**config.mk**
```make
export PLATFORM = sky130hd
export DESIGN_NAME = link_bist
export DESIGN_NICKNAME = d
export VERILOG_FILES = /design/src/rtl/link_bist.sv
export SDC_FILE = /design/constraint.sdc
export NUM_CORES = 1
export LEC_CHECK = 0
export ABC_CLOCK_PERIOD_IN_PS = 2100
export BUFFER_PORTS_ARGS = -buffer_cell sky130_fd_sc_hd__buf_2
export CAP_MARGIN = 20
export CORE_ASPECT_RATIO = 0.8
export CORE_MARGIN = 2
export CORE_UTILIZATION = 45
export CTS_BUF_LIST = sky130_fd_sc_hd__clkbuf_4 sky130_fd_sc_hd__clkbuf_8
export DETAILED_ROUTE_END_ITERATION = 8
export PLACE_DENSITY_LB_ADDON = 0.3
export SKIP_LAST_GASP = 1
export SLEW_MARGIN = 20
export SYNTH_ARGS = -nofsm -noshare
export SYNTH_HDL_FRONTEND = slang
export SYNTH_SLANG_ARGS = --single-unit
```
**constraint.sdc**
```tcl
create_clock -name clk -period 2.1 [get_ports clk]
set_clock_uncertainty 0.05 [all_clocks]
set_input_delay 0.315 -clock clk [delete_from_list [all_inputs] [get_ports clk]]
set_output_delay 0.315 -clock clk [all_outputs]
set_load 0.02 [all_outputs]
```
**src/rtl/link_bist.sv**
```systemverilog
module link_bist (
  input  logic       clk,
  input  logic       rst_n,
  input  logic       tx_bist_en,
  input  logic       tx_load_n,
  input  logic       tx_next_n,
  input  logic       tx_viol_req,
  output logic [7:0] tx_byte,
  output logic       tx_k,
  output logic       tx_viol,
  output logic       tx_strobe_n,
  input  logic       rx_bist_en,
  input  logic       rx_valid,
  input  logic [7:0] rx_byte,
  input  logic       rx_k,
  input  logic       rx_viol,
  output logic       rx_mismatch,
  output logic       rx_ready
);
  localparam logic [8:0] SEED      = 9'h100;
  localparam logic [9:0] SYM_START = 10'h000;
  localparam logic [9:0] SYM_VREQ  = 10'h001;
  localparam logic [7:0] ALT_A     = 8'h4A;
  localparam logic [7:0] ALT_B     = 8'hB5;

  function automatic logic [8:0] lfsr_step(input logic [8:0] s);
    return {s[7:0], s[8] ^ s[4]};
  endfunction

  function automatic logic [9:0] state_sym(input logic [8:0] s);
    logic k;
    k = s[8] & ((s[4:0] == 5'd28) |
                ((s[7:5] == 3'd7) & ((s[4:0] == 5'd23) | (s[4:0] == 5'd27) |
                                     (s[4:0] == 5'd29) | (s[4:0] == 5'd30))));
    return {s[7:0], k, s[8] & (s[7:0] == 8'hFF)};
  endfunction

  logic [8:0] gen_st, exp_st;
  logic [9:0] tx_sym;
  logic       alt_ph, next_q, locked;

  wire        run     = ~tx_load_n | next_q;
  wire  [8:0] gen_nx  = lfsr_step(gen_st);
  wire  [8:0] exp_nx  = lfsr_step(exp_st);
  wire  [9:0] rx_sym  = {rx_byte, rx_k, rx_viol};

  assign {tx_byte, tx_k, tx_viol} = tx_sym;

  always_ff @(posedge clk) begin
    if (!rst_n) begin
      gen_st      <= SEED;
      tx_sym      <= '0;
      tx_strobe_n <= 1'b1;
      alt_ph      <= 1'b0;
      next_q      <= 1'b0;
    end else begin
      next_q <= ~tx_next_n;
      if (!tx_bist_en) begin
        gen_st      <= SEED;
        tx_sym      <= '0;
        tx_strobe_n <= 1'b1;
      end else if (tx_viol_req) begin
        gen_st      <= SEED;
        tx_sym      <= SYM_VREQ;
        tx_strobe_n <= 1'b1;
      end else if (run) begin
        tx_sym      <= state_sym(gen_st);
        gen_st      <= gen_nx;
        tx_strobe_n <= (gen_nx != SEED);
      end else begin
        tx_sym      <= {alt_ph ? ALT_B : ALT_A, 2'b00};
        alt_ph      <= ~alt_ph;
        tx_strobe_n <= 1'b1;
      end
    end
  end

  always_ff @(posedge clk) begin
    if (!rst_n) begin
      locked      <= 1'b0;
      exp_st      <= SEED;
      rx_mismatch <= 1'b0;
      rx_ready    <= 1'b0;
    end else if (!rx_bist_en) begin
      locked      <= 1'b0;
      rx_mismatch <= 1'b0;
      rx_ready    <= 1'b0;
    end else if (rx_valid) begin
      if (!locked) begin
        rx_mismatch <= 1'b0;
        rx_ready    <= 1'b0;
        if (rx_sym == SYM_START) begin
          locked <= 1'b1;
          exp_st <= lfsr_step(SEED);
        end
      end else begin
        rx_mismatch <= (rx_sym != state_sym(exp_st));
        rx_ready    <= (exp_nx == SEED);
        exp_st      <= exp_nx;
      end
    end
  end
endmodule


```
---- Yosys cells after proc, flatten, opt, wreduce, memory -nomap -nowiden ----
Index checks and enable logic that the tools add are counted.
W data, S select, Z words.
word-level totals
  register bits after elaboration ......... 34
  bits in latches ......................... 0
  bits in writable memories ............... 0
  ROM bits ................................ 0
  memories kept ........................... 0
cells by class
  $add $sub $neg .......................... 0
  multipliers ............................. 0
  divide/modulo/power cells ............... 0
  $lt $le $gt $ge ......................... 0
  equal/unequal tests ..................... 17
  shift operators ......................... 0
  mux-type cells .......................... 9
  bitwise operators ....................... 24
  reductions and logical operators ........ 8
operators with widths
  cell                  number
  $eq A5 B5 Y1 const B  10
  $mux W9               2
  $eq A8 B8 Y1 const B  2
  $logic_not A10 Y1     1
  $mux W10              1
  $ne A10 B10 Y1        1
  $eq A9 B9 Y1 const B  1
  $ne A9 B9 Y1 const B  1
  $or A1 B1 Y1          9
  $mux W8               1
  $not A1 Y1            7
  $and A1 B1 Y1         6
  $eq A3 B3 Y1 const B  2
  $reduce_and A3 Y1     2
  $mux W1               5
  $reduce_and A2 Y1     2
  $reduce_or A4 Y1      1
  $reduce_or A3 Y1      1
  $reduce_bool A2 Y1    1
  $xor A1 B1 Y1         2

---- Logic depth before layout (Yosys ltp) ----
Gate-level depths: netlist of run 1.
  depth in word-level cells ............... 9
  depth in mapped cells ................... 6
  mapped depth without buffers ............ 5

---- Worst setup path after synthesis of run 1 ----
No wires, ideal clock.
  path kind ............................... input to register
  start ................................... in rx_byte[2]
  end ..................................... reg exp_st[5]
  library setup time ...................... 0.118 ns
  arrival ................................. 1.504 ns
  data required time ...................... 1.932 ns
  slack ................................... 0.427 ns
  stages on the path ...................... 5
  cell sequence ........................... or4_4 nor4_4 o211ai_4 a22oi_1 nor2b_1
on the way
  longest elaborated chain between the ends .. 3
RTL lines
  item                                 RTL line  text
  start: declaration                   14        input logic [7:0] rx_byte,
  $logic_not A10 Y1                    92        if (rx_sym == SYM_START) begin
  $reduce_bool A2 Y1 (no source line)  -
  $reduce_and A3 Y1 (no source line)   -
  end signal: assignment               94        exp_st <= lfsr_step(SEED);
  end signal: assignment               99        exp_st <= exp_nx;
  end: declaration                     38        logic [8:0] gen_st, exp_st;
No other way between the ends.
A chain may end at the register's enable or synchronous reset.

---- Worst setup path in the final report of run 1 ----
  start ................................... reg exp_st[3]
  end ..................................... reg rx_mismatch
on the way
  longest elaborated chain between the ends .. 9
  elaborated cells between the ends (all ways) .. 15
  those cells by class .................... 7 x eq/ne; 1 x mux; 7 x bitwise
RTL lines
  item                       RTL line  text
  $eq A5 B5 Y1               33        ((s[7:5] == 3'd7) & ((s[4:0] == 5'd23) | (s[4:0] == 5'd27) |
  $or A1 B1 Y1 (2 in a row)  33
  $or A1 B1 Y1               34        (s[4:0] == 5'd29) | (s[4:0] == 5'd30))));
  $and A1 B1 Y1              33
  $or A1 B1 Y1               32        k = s[8] & ((s[4:0] == 5'd28) |
  $and A1 B1 Y1              32
  $ne A10 B10 Y1 *           97        rx_mismatch <= (rx_sym != state_sym(exp_st));
  $mux W1 *                  89        if (!locked) begin
  end signal: assignment     97
  end: declaration           17        output logic rx_mismatch,
Every way passes the cells marked *; elsewhere a longest branch is shown, timed or not.

==> results of run 1 <==
cell usage in the layout (no fill, tap or decap), types with 7 or more instances in the layout:
| cell | n |
|---|---|
| xnor2_1 | 9 |
| nor2b_1 | 9 |
| nor2_1 | 15 |
| a22oi_1 | 7 |
| dfxtp_1 | 34 |
| a21oi_1 | 17 |
| buf_2 | 30 |
| nand2_1 | 29 |
power groups by stage:
stage,logic [W],clock network [W],registers [W]
floorplan,0.0000398,0,0.000672
global placement,0.0000778,0,0.000669
detailed placement,0.0000794,0,0.000669
CTS,0.0000797,0.000475,0.000655
global route,0.0000879,0.000498,0.000655
finish,0.0000800,0.000460,0.000655
stage by stage:
step | cell area (um^2) | hold WS [ns] | util | total power [W]
floorplan | 1540 | 0.337 | - | 0.000712
global placement | 1700 | 0.415 | 0.534 | 0.000747
detailed placement | 1700 | 0.423 | 0.534 | 0.000749
CTS | 1780 | 0.131 | 0.561 | 0.00121
global route | 1780 | 0.133 | 0.561 | 0.00124
finish | 1780 | 0.140 | 0.561 | 0.00120
worst max-delay path by stage:
stage	start	end	slack, ns	cells after the start
4_1_cts	exp_st[3]	rx_mismatch	0.31	5
2_1_floorplan	rx_byte[2]	exp_st[5]	0.43	5
3_5_place_dp	rx_byte[2]	exp_st[3]	0.19	6
5_1_grt	exp_st[3]	rx_mismatch	0.13	5
6_report	exp_st[3]	rx_mismatch	0.33	5
3_3_place_gp	rx_byte[2]	exp_st[1]	0.27	6
routing by layer:
metal  part of all wire  vias up  GRT usage
li1                   -      677          -
met1               0.48      631      0.244
met2               0.46       37      0.264
met3              0.053        4     0.0521
met4             0.0066        0     0.0448
met5                  0        -          0
cell families after synthesis:
logic type                Yosys count  share of synthesized area
AOI/OAI and AO/OA                  34                      0.145
xor gates and xnor gates           14                     0.0797
buffers and inverters              14                     0.0423
DFF                                34                      0.442
muxes                               1                    0.00732
and+or+nand+nor                    84                      0.284
state kept, by name (all words and copies together), names as in the netlist:
register,count
gen_st,9
alt_ph,1
rx_mismatch,1
tx_strobe_n,1
next_q,1
tx_sym,10
locked,1
exp_st,9
rx_ready,1
final cells by class:
class,count,area (um^2),area share
timing repair buffer,32,165,0.0928
multi-input combinational,133,793,0.446
clock buffer,7,83.8,0.0471
tap,40,50.0,0.0281
inverter,2,7.51,0.00422
sequential,34,681,0.382
==> results.toml, run 1 <==
[logic_synthesis]
avgSynthCellArea_um2 = 8.50
synth_warnings = 0
synthMostInstantiatedCell = "dfxtp_1"
syn-instance-count = 181
ys_seq_area_frac = 0.442
synth_cell_types = 34
synthesis.area_mm2 = 0.00154
yosys_register_bits = 34
post-synth-top-area-cell = "dfxtp_1"
synth_edf_count = 0
synthFlopType = "dfxtp_1"
synth-async-reset-ratio = 0
synth_largest_type_area_fraction = 0.442
synth.area.top_cells = "dfxtp_1, nand2_1, a21oi_1, xnor2_1, nor2_1"
netlist_top_cells_count = "dfxtp_1, nand2_1, a21oi_1"
syn_nets = 199

[floorplanning]
die_width_um = 69.4
die-height_um = 56.3
start_util = 0.485
rows = 18
num_io_pins = 31
die_area_mm2 = 0.00391
core_region_area_mm2 = 0.00318

[routing]
detailroute.via_count = 1349
drt_first_pass_iters = 5
drt_first_iter_violations = 104
route.detailed.wl_per_inst_um = 13.5
drcViolationCount = 0
route.antenna.remaining_nets = 0
via_per_inst = 5.44
routed_wirelength_um = 3360

[clock_tree]
postCtsResizedCells = 0
tritoncts_clock_tree = "done"
cts_made_buffers = 5
post_cts_buffers = 0
cts_num_sinks = 34
cts-root-to-sink-buffers = 2
level_count_of_the_clock_h_tree = 2
ctsHoldBuffers = 0
insertion_delay_ns = 0.27
cts_root_buffer = "clkbuf_8"
path_clk_slew_ns = 0.06

[layout]
final.fill_count = 291
synthToLayoutAreaGrowth_pct = 15.7
insertedDiodeCount = 0
drive_above_1_share = 0.221
total_number_of_nets_in_the_final_design = 226
finalNonFillerCells = 248

[worst_setup_path]
critPathSlowestCell = "dfxtp_1"
setup_slack_of_the_most_critical_reg_to_reg_path_ns = 0.33
critical_path.startpoint_type = "register"
endpoint_kind = "register"
cp_data_arrival_time_ns = 1.89
timing.rr.end = "rx_mismatch"
r2r_start = "exp_st[3]"
family_with_the_most_delay_on_the_worst_path = "compound AO/OA/AOI/OAI gates"
r2r_cells = 5
cp_cell_sequence = "xnor2_1, a211oi_1, o21ai_0, mux2_2, a221oi_1"
crit_type = "reg2reg"
timing.critical_path.slowest_cell_delay_ns = 0.52
worst-path-max-fanout = 8
path_buf_inv = 0
critPathRequiredTime_ns = 2.22

[sta]
timing.final.ws_setup_ns = 0.329
timing.final.crit_period_ns = 1.77
final-hold-violation-count = 0
finalCritPeriodShare = 0.843
tns_ns = 0
grt_setup_unrepaired = "no"
slew_violations = 0
final-setup-viol-count = 0
max_slew.worst_pin.slew_ns = 0.469
achievable-frequency_mhz = 565
max-slew-margin-rel = 0.687

[global_route]
number_of_global_route_vias_before_repair = 1204
grt_pass1_wl_um = 5530
largest_net_degree_at_the_start_of_global_routing = 16
globalRouteOverflowTotal = 0
groute.usage.overall = 0.175
number_of_antenna_violations_at_the_first_check_in_global_routing = 0

[placed_design]
io_buffers = 30
gp_congestion = 0.913
place.detailed.instances = 241
setup_slack_after_placement_ns = 0.188
detailed_placer_s_ending_hpwl_um = 2460

[pwr]
sequentialPowerShare = 0.548
p_leak_nw = 0.669
comb_power_share = 0.067
power-per-cell-area_mw_per_mm2 = 671
cellInternalPower_w = 0.000938
worst_ir_drop_vdd_uv = 456
power.share.clock = 0.385
switching_power_w = 0.000258
netSwitchingFraction = 0.216

[worst_hold_path]
min_from = "tx_next_n"
worst_hold_path.endpoint = "next_q"
holdCritPathClass = "in2reg"
hold-path-cell-count = 2

[job]
maxCapViolations = 0

[run_status]
outcome = "finished clean"
(Power assumes the default switching activity.)
==> run 2: changes to the inputs <==
- ABC_AREA: unset -> 1
- ABC_CLOCK_PERIOD_IN_PS: 2100 -> 1680
- clock period: 2.1 -> 1.68 ns (I/O delays scaled with it)
==> results.toml, run 2 <==
[run_status]
outcome = "finished clean"

[clock_tree]
insertion_delay_ns = 0.28
tritoncts_clock_tree = "done"
cts_num_sinks = 34
path_clk_slew_ns = 0.07
ctsHoldBuffers = 0
post_cts_buffers = 0
cts-root-to-sink-buffers = 2
cts_made_buffers = 5
postCtsResizedCells = 0
level_count_of_the_clock_h_tree = 2
cts_root_buffer = "clkbuf_8"

[logic_synthesis]
syn_nets = 232
avgSynthCellArea_um2 = 7.25
synth_edf_count = 0
post-synth-top-area-cell = "dfxtp_1"
netlist_top_cells_count = "nand2_1, dfxtp_1, inv_1, nor2_1, a21oi_1"
synthFlopType = "dfxtp_1"
synth-async-reset-ratio = 0
synth_cell_types = 27
synth.area.top_cells = "dfxtp_1, nand2_1, a21oi_1, inv_1, nor2_1"
synth_warnings = 0
ys_seq_area_frac = 0.439
syn-instance-count = 214
yosys_register_bits = 34
synthMostInstantiatedCell = "nand2_1"
synth_largest_type_area_fraction = 0.439
synthesis.area_mm2 = 0.00155

[job]
maxCapViolations = 0

[global_route]
largest_net_degree_at_the_start_of_global_routing = 16
groute.usage.overall = 0.184
globalRouteOverflowTotal = 0
number_of_global_route_vias_before_repair = 1283
grt.met1_usage = 0.270
grt.met3_usage = 0.0592
grt_pass1_wl_um = 5710
groute.layer.met2.usage = 0.251
most_crowded_layer_gr = "met1"
number_of_antenna_violations_at_the_first_check_in_global_routing = 0

[worst_setup_path]
critical_path.startpoint_type = "register"
timing.rr.end = "gen_st[0]"
endpoint_kind = "register"
r2r_start = "next_q"
critPathRequiredTime_ns = 1.79
critPathSlowestCell = "nor2_1"
path_buf_inv = 1
cp_cell_sequence = "nor2_1, inv_1, o21ai_0, a21oi_1"
timing.critical_path.slowest_cell_delay_ns = 0.35
family_with_the_most_delay_on_the_worst_path = "simple AND/OR/NAND/NOR gates"
setup_slack_of_the_most_critical_reg_to_reg_path_ns = 0.23
worst-path-max-fanout = 12
crit_type = "reg2reg"
cp_data_arrival_time_ns = 1.55
r2r_cells = 4

[layout]
multi_input_gate_area_um2 = 744
regMostFlops = "tx_sym"
synthToLayoutAreaGrowth_pct = 18.5
reg_top3 = "tx_sym: 10 flops, exp_st: 9 flops, gen_st: 9 flops"
commonest_non_fill_non_tap_cells_in_the_layout = "nand2_1, dfxtp_1, buf_2, inv_1, nor2_1"
insertedDiodeCount = 0
total_number_of_nets_in_the_final_design = 265
final.fill_count = 320
layout.cells.most_common = "nand2_1"
finalNonFillerCells = 290
largest_reg_flops = 10
regArea_um2 = 681
drive_above_1_share = 0.206

[floorplanning]
num_io_pins = 31
die_area_mm2 = 0.00394
core_region_area_mm2 = 0.00338
rows = 19
die-height_um = 56.5
start_util = 0.460
die_width_um = 69.7

[routing]
drt_first_iter_violations = 82
drt_first_pass_iters = 5
route.antenna.remaining_nets = 0
drcViolationCount = 0
via_per_inst = 4.88
routed_wirelength_um = 3320
detailroute.via_count = 1414
route.detailed.wl_per_inst_um = 11.4

[worst_hold_path]
holdCritPathClass = "in2reg"
min_from = "tx_next_n"
worst_hold_path.endpoint = "next_q"
hold-path-cell-count = 2

[sta]
final-hold-violation-count = 0
max-slew-margin-rel = 0.718
slew_violations = 0
final-setup-viol-count = 0
grt_setup_unrepaired = "no"
timing.final.crit_period_ns = 1.45
timing.final.ws_setup_ns = 0.233
hold_ws_ns = 0.0666
max_slew.worst_pin.slew_ns = 0.421
finalCritPeriodShare = 0.861
tns_ns = 0
achievable-frequency_mhz = 691

[pwr]
power-per-cell-area_mw_per_mm2 = 901
worst_ir_drop_vdd_uv = 592
p_leak_nw = 0.771

[placed_design]
setup_slack_after_placement_ns = 0.225
place.detailed.instances = 282
io_buffers = 30
detailed_placer_s_ending_hpwl_um = 2360
gp_congestion = 0.807
==> run 2: cell count changes after synthesis, sizes merged, moves of 4 or more <==
| cell | delta |
|---|---|
| nand3 | +6 |
| nor2 | +10 |
| nor2b | -9 |
| a21oi | +5 |
| nand2 | +31 |
| clkbuf | -7 |
| inv | +22 |
| and3 | -4 |
| xor2 | -5 |
==> run 2: worst max-delay path by stage <==
| stage | startpoint | end | slack [ns] | depth (start not counted) |
|---|---|---|---|---|
| final | next_q | gen_st[0] | 0.23 | 4 |
| after global routing | next_q | gen_st[0] | 0.07 | 4 |
| after CTS | next_q | gen_st[0] | 0.25 | 4 |
| after detailed placement | tx_load_n | gen_st[0] | 0.23 | 6 |
| after global placement | rx_byte[4] | exp_st[4] | 0.27 | 7 |
| after floorplan | exp_st[3] | rx_mismatch | 0.52 | 9 |
==> run 2: area by class of cell <==
cell class,count,share of cell area
Multi-Input combinational cell,151,0.405
Sequential cell,34,0.370
Inverter,24,0.0490
Tap cell,42,0.0286
Timing Repair Buffer,31,0.0857
Clock inverter,3,0.0245
Clock buffer,5,0.0374
==> run 2: metal layers <==
| layer | vias to the layer above | wire, um |
|---|---|---|
| met4 | 0 | 36 |
| met3 | 5 | 215 |
| met5 | - | 0 |
| li1 | 757 | - |
| met2 | 36 | 1280 |
| met1 | 616 | 1780 |
==> run 2: where the power goes <==
part / switching [W] / total (W) / internal (W)
Sequential: 0.00000419 / 0.000817 / 0.000813
Combinational: 0.0000640 / 0.000101 / 0.0000374
Clock: 0.000298 / 0.000738 / 0.000441
Total: 0.000366 / 0.00166 / 0.00129
==> run 2: cell families (layout without fill, tap and decap cells) <==
group | Yosys count | count (layout) | synth area share
XOR/XNOR | 6 | 6 | 0.0339
AND/OR/NAND/NOR | 108 | 108 | 0.305
buffers and inverters | 29 | 63 | 0.0815
flip-flops | 34 | 34 | 0.439
AO/OA/AOI/OAI | 37 | 37 | 0.141
==> run 2: per-stage QoR <==
step	util	total power, W	area, um^2
floorplan	-	0.000893	1550
global placement	0.511	0.000936	1730
detailed placement	0.511	0.000936	1730
CTS	0.545	0.00167	1840
global route	0.545	0.00172	1840
finish	0.545	0.00166	1840
